## config.mk

```make
export PLATFORM = sky130hd
export DESIGN_NAME = mc_sequencer
export DESIGN_NICKNAME = d
export VERILOG_FILES = /design/src/rtl/mc_sequencer.sv
export SDC_FILE = /design/constraint.sdc
export NUM_CORES = 1
export LEC_CHECK = 0
export CORE_AREA = 2 2 39 41
export CTS_CLUSTER_DIAMETER = 40
export DETAILED_ROUTE_END_ITERATION = 10
export DIE_AREA = 0 0 41 43
export DONT_BUFFER_PORTS = 1
export PLACE_DENSITY = 0.59
export SYNTH_ARGS = -nofsm -noshare
export SYNTH_HDL_FRONTEND = slang
export SYNTH_SLANG_ARGS = --single-unit
export TNS_END_PERCENT = 10
```

## constraint.sdc

```tcl
create_clock -name clk -period 1.85 [get_ports clk]
set_input_delay 0 -clock clk [delete_from_list [all_inputs] [get_ports clk]]
set_output_delay 0 -clock clk [all_outputs]
set_load 0.01 [all_outputs]
```

## src/rtl/mc_sequencer.sv

```systemverilog
module mc_sequencer (
  input  logic       clk,
  input  logic       rst_n,
  input  logic [5:0] opcode,
  input  logic [5:0] funct,
  output logic       addr_sel,
  output logic       mem_rd,
  output logic       mem_wr,
  output logic       ir_wr,
  output logic       dst_sel_rd,
  output logic       wb_sel_mem,
  output logic       reg_wr,
  output logic       alu_a_sel,
  output logic [1:0] alu_b_sel,
  output logic [2:0] alu_op,
  output logic [1:0] pc_src,
  output logic       pc_wr,
  output logic       pc_wr_cond,
  output logic       br_on_ne,
  output logic       halted
);

  localparam logic [5:0] OP_RTYPE = 6'h00;
  localparam logic [5:0] OP_LOAD  = 6'h23;
  localparam logic [5:0] OP_STORE = 6'h2B;
  localparam logic [5:0] OP_BEQ   = 6'h04;
  localparam logic [5:0] OP_BNE   = 6'h05;
  localparam logic [5:0] OP_JUMP  = 6'h02;

  localparam logic [2:0] ALU_AND = 3'd0;
  localparam logic [2:0] ALU_OR  = 3'd1;
  localparam logic [2:0] ALU_ADD = 3'd2;
  localparam logic [2:0] ALU_SUB = 3'd3;
  localparam logic [2:0] ALU_SLT = 3'd4;
  localparam logic [2:0] ALU_NOR = 3'd5;

  typedef enum logic [3:0] {
    ST_FETCH, ST_DECODE, ST_ADDR, ST_LD_RD, ST_LD_WB, ST_ST_WR,
    ST_R_EXEC, ST_R_DONE, ST_BR_EQ, ST_BR_NE, ST_JUMP, ST_HALT
  } state_t;

  state_t state, state_nx;
  logic   funct_ok;
  logic [2:0] funct_op;

  always_comb begin
    funct_ok = 1'b1;
    funct_op = ALU_ADD;
    case (funct)
      6'h20: funct_op = ALU_ADD;
      6'h22: funct_op = ALU_SUB;
      6'h24: funct_op = ALU_AND;
      6'h25: funct_op = ALU_OR;
      6'h27: funct_op = ALU_NOR;
      6'h2A: funct_op = ALU_SLT;
      default: funct_ok = 1'b0;
    endcase
  end

  always_comb begin
    state_nx = state;
    case (state)
      ST_FETCH:  state_nx = ST_DECODE;
      ST_DECODE:
        case (opcode)
          OP_RTYPE: state_nx = funct_ok ? ST_R_EXEC : ST_HALT;
          OP_LOAD,
          OP_STORE: state_nx = ST_ADDR;
          OP_BEQ:   state_nx = ST_BR_EQ;
          OP_BNE:   state_nx = ST_BR_NE;
          OP_JUMP:  state_nx = ST_JUMP;
          default:  state_nx = ST_HALT;
        endcase
      ST_ADDR:   state_nx = (opcode == OP_LOAD) ? ST_LD_RD : ST_ST_WR;
      ST_LD_RD:  state_nx = ST_LD_WB;
      ST_R_EXEC: state_nx = ST_R_DONE;
      ST_HALT:   state_nx = ST_HALT;
      default:   state_nx = ST_FETCH;
    endcase
  end

  always_ff @(posedge clk or negedge rst_n)
    if (!rst_n) state <= ST_FETCH;
    else        state <= state_nx;

  always_comb begin
    addr_sel = 1'b0; mem_rd = 1'b0; mem_wr = 1'b0; ir_wr = 1'b0;
    dst_sel_rd = 1'b0; wb_sel_mem = 1'b0; reg_wr = 1'b0;
    alu_a_sel = 1'b0; alu_b_sel = 2'd0; alu_op = ALU_ADD;
    pc_src = 2'd0; pc_wr = 1'b0; pc_wr_cond = 1'b0; br_on_ne = 1'b0;
    case (state)
      ST_FETCH: begin
        mem_rd = 1'b1; ir_wr = 1'b1; alu_b_sel = 2'd1; pc_wr = 1'b1;
      end
      ST_DECODE: alu_b_sel = 2'd3;
      ST_ADDR: begin
        alu_a_sel = 1'b1; alu_b_sel = 2'd2;
      end
      ST_LD_RD: begin
        mem_rd = 1'b1; addr_sel = 1'b1;
      end
      ST_LD_WB: begin
        reg_wr = 1'b1; wb_sel_mem = 1'b1;
      end
      ST_ST_WR: begin
        mem_wr = 1'b1; addr_sel = 1'b1;
      end
      ST_R_EXEC: begin
        alu_a_sel = 1'b1; alu_op = funct_op;
      end
      ST_R_DONE: begin
        reg_wr = 1'b1; dst_sel_rd = 1'b1;
      end
      ST_BR_EQ, ST_BR_NE: begin
        alu_a_sel = 1'b1; alu_op = ALU_SUB; pc_src = 2'd1;
        pc_wr_cond = 1'b1; br_on_ne = (state == ST_BR_NE);
      end
      ST_JUMP: begin
        pc_src = 2'd2; pc_wr = 1'b1;
      end
      default: ;
    endcase
  end

  assign halted = (state == ST_HALT);

endmodule

```

Word-level counts from Yosys, hierarchy flattened
Cells that the tools add are included.
Word-level totals
  output and inout port bits: 19
  input port bits: 14
  bits in registers: 4
  word-level logic and storage cells: 53
Cells by class
  eq/ne operators: 22
  multiplexer cells: 20
  reductions and logical operators: 10
Operators with widths (count)
  equality test 6 bit, second input constant: 8
  one-hot mux 4 bit (6 select lines): 1
  one-hot mux 4 bit (5 select lines): 1
  equality test 4 x 3 -> 1 bit, second input constant: 4
  equality test 4 bit, second input constant: 4
  one-hot mux 3 bit (5 select lines): 1
  equality test 6 x 3 -> 1 bit, second input constant: 2
  two-way mux 1 bit: 12
  OR reduction 2 bit: 6
  equality test 4 x 2 -> 1 bit, second input constant: 2
  equality test 6 x 2 -> 1 bit, second input constant: 1
  zero test 6 bit: 1
  one-hot mux 2 bit (3 select lines): 1
  one-hot mux 3 bit (2 select lines): 1
  OR reduction 6 bit: 1
  equality test 4 x 1 -> 1 bit, second input constant: 1
  zero test 4 bit: 1
  two-way mux 4 bit: 1
  one-hot mux 2 bit (2 select lines): 1
  OR reduction 4 bit: 1
  two-way mux 3 bit: 1

Logic depth before layout (Yosys ltp)
  depth in word-level cells: 6
  mapped depth: 5
  depth with buffers taken out: 4

Least setup slack after synthesis
OpenSTA, ideal clock, no wires.
  kind: reg-to-output
  from: register state[0]
  to: output port alu_op[0]
  path slack: 0.447 ns
  arrival: 1.403 ns
  path buffers: 1
  cell stages (with the launch flop): 6
  data required time: 1.850 ns
  cells stage by stage: dfrtp_1 > buf_2 > nand2b_1 > nor4b_1 > nand2_1 > o22ai_1
On the way
  cells in the longest elaborated chain, start to end: 3
  elaborated cells on any way between the ends: 5
Ends and longest elaborated chain
  from (decl): line 42  | state_t state, state_nx;
  from (signal assigned): line 84  | else state <= state_nx;
  equality test 4 bit: line 91  | case (state)
  OR reduction 2 bit
  one-hot mux 3 bit (2 select lines) *: line 91
  to (decl): line 15  | output logic [2:0] alu_op,
Mark *: on every way between the ends. The rest lies on a longest branch, timed or not.

Worst setup path in the final report
Same ends and word-level chain as after synthesis.

==> results_dict.tcl <==
set metrics [dict create \
    overflow 0 \
    cp-start-kind "flop" \
    clk_latency_ns 0.23 \
    critPathMaxFanout 9 \
    first_pass_iters 4 \
    yosys.area_share.simple_pct 44.0 \
    netSwitchingPower_mw 0.462 \
    slew_violations 0 \
    nets 97 \
    gr-usage-all-layers_pct 17.6 \
    leakagePower_nw 0.244 \
    post_cts_buffers 0 \
    coreArea_sq_um 1380 \
    regMostFlops "state" \
    die_y_microns 43 \
    critPathCaptureType "output port" \
    ant_nets 0 \
    h-tree-depth 1 \
    dieWidth_microns 41 \
    async_flop_share_pct 100 \
    rsz0062_at_grt "false" \
    die-area_sq_um 1760 \
    synth_largest_area_cell "dfrtp_1" \
    reg.largest.list "state: 4 flops" \
    synth_area_sq_um 538 \
    antenna_found_initial 0 \
    max_freq_mhz 583 \
    largest_reg_flops 4 \
    layout-drive-gt1-share_pct 12.3 \
    fin_crit_ns 1.72 \
    antenna_cells 0 \
    p_seq_share_pct 24.2 \
    p_clk_share_pct 12.4 \
    ys_seq_area_share_pct 18.6 \
    wl_mm 1.34 \
    utilization_pct 44.2 \
    cts_buffers 3 \
    hold_class "input pin to asynchronous set/reset pin" \
    r2r_cells 4 \
    area_growth_pct 13.7 \
    synth_top_cells_by_count "nor2_1 (10), nand2b_1 (8), nand2_1 (7), nor3_1 (7)" \
    slowest_stage "dfrtp_1" \
    grt_max_degree 13 \
    clk_pin_slew_ns 0.04 \
    portBuffers 0 \
    wl_per_cell_microns 13.8 \
    yosysUniqueCellTypes 32 \
    dr_wl_met2_microns 609 \
    synth_top_area_share_pct 18.6 \
    worst-setup-path-type "flop to output port" \
    postSynthCellCount 77 \
    relSlewSlack_pct 64.6 \
    num_rows 14 \
    grt_pass1_wl_mm 2.15 \
    place_congestion 0.822 \
    cpPeakStageDelay_ns 0.46 \
    p_per_area_nw_per_um2 1430 \
    status "completed" \
    dp_hpwl_mm 1.03 \
    ys_ff_latch 4 \
    synth_ff_type "dfrtp_1" \
    crit_path_cell_trace "nand2b_1 -> nor4b_2 -> nand2_1 -> o22ai_1" \
    synth_nets 91 \
    vias_per_cell 6.01 \
    worstPathArrival_ns 1.72 \
    synth_fa_ha_area_share_pct 0 \
    internal_power_mw 0.413 \
    combPwrFrac_pct 63.4 \
    yosysMostFrequentCell "nor2_1" \
    drc 0 \
    r2r_end "state[0]" \
    reg2reg_from "state[2]" \
    first_iter_violations 19 \
    cap_violations 0 \
    synth_compound_area_share_pct 24.2 \
    routedLengthMet1_microns 614 \
    clock-sinks 4 \
    cp_num_buf_inv 0 \
    io_pins 33 \
    required_ns 1.85 \
    report.final.hold_viol_count 0 \
    yosys_warnings 0 \
    cts_buffer_depth 2 \
    power_mw 0.875 \
    syn_avg_cell_area_sq_um 6.99 \
    num_vias 583 \
    tns_ns 0 \
    cp_top_family "simple AND/OR/NAND/NOR gates" \
    timing.reg2reg.setup_slack_ns 0.40 \
    max-vdd-ir-drop_v 0.000460 \
    cts_tree "built" \
    synth_mux_area_share_pct 3.72 \
    maxUsedRoutingLayer "met3" \
    grt_pass1_vias 544 \
    synth_area_leaders "dfrtp_1 (19%), nand2b_1 (9.3%), nor2_1 (7.0%)" \
    synth_xor_area_share_pct 1.63 \
    start_util_pct 38.9 \
    synth_edf_count 0 \
    cts_root_buf "clkbuf_4" \
    setup_violations 0 \
    finalCritPeriodShare_pct 92.8 \
    dr_wl_met3_microns 114 \
    p_sw_share_pct 52.8 \
    synth_top_family_by_area "simple AND/OR/NAND/NOR gates" \
    worst_pin_slew_ns 0.525 \
    finClkSkew_ns 0.000333 \
]
[per-stage QoR]
stage	area (sq um)	std cells	worst slack (ns)	hold WS [ns]
after floorplan	538	77	0.447	-0.296
after global placement	553	91	0.371	-0.296
after detailed placement	553	91	0.273	-0.295
after CTS	606	97	0.0117	0.0317
after global routing	612	97	0.0495	0.0401
final	612	97	0.134	0.0344
[kinds of logic (layout without fill, tap and decap cells)]
logic type | after synthesis | count (layout)
compound gates | 18 | 18
xor+xnor | 1 | 1
buf+inv | 8 | 12
flops | 4 | 4
mux | 2 | 2
simple gates | 44 | 44
[routing by layer]
layer	vias to the layer above	global-route usage (%)
li1	289	-
met1	268	21.9
met2	26	25.9
met3	0	5.76
met4	0	8.67
met5	-	0
[cell usage in the layout (no fill, tap or decap), drive strengths merged, types with 2 or more instances in the layout]
cell and instances:
a211oi 2, a21oi 3, buf 4, clkbuf 3
dfrtp 4, dlygate4sd3 3, inv 2, mux2i 2
nand2 7, nand2b 8, nor2 10, nor3 7
nor4 2, o21ai 4, o22ai 4, or2 2
[final cells by class]
type,instances,area (sq um)
clock buffer,3,22.5
fill,151,772
inverter,2,7.51
multi-input combinational,65,402
sequential,4,100
tap,16,20.0
timing repair buffer,7,60.1
[what timing repair did]
| action | 4_1_cts | 5_1_grt |
|---|---|---|
| hold buffers | 3 | 0 |
| resized for setup | 0 | 1 |
| endpoints found under the setup margin | 0 | 2 |
| endpoints found under the hold margin | 6 | 0 |
[worst max path at each step]
stage | to | cells after the start | slack (ns) | startpoint
floorplan | alu_op[0] | 5 | 0.45 | state[0]
global placement | alu_op[0] | 4 | 0.37 | state[2]
detailed placement | alu_op[0] | 4 | 0.27 | state[0]
CTS | alu_op[0] | 4 | 0.01 | state[0]
global route | alu_op[0] | 4 | 0.05 | state[0]
finish | alu_op[0] | 4 | 0.13 | state[0]
[power by group through the flow]
stage          logic [mW]  registers (mW)  clock network [mW]
2_1_floorplan       0.511           0.152                   0
3_3_place_gp        0.545           0.212                   0
3_5_place_dp        0.540           0.211                   0
4_1_cts             0.549           0.211               0.112
5_1_grt             0.610           0.221               0.127
6_report            0.555           0.212               0.109
Note: power is estimated with default switching activity, not from simulation.
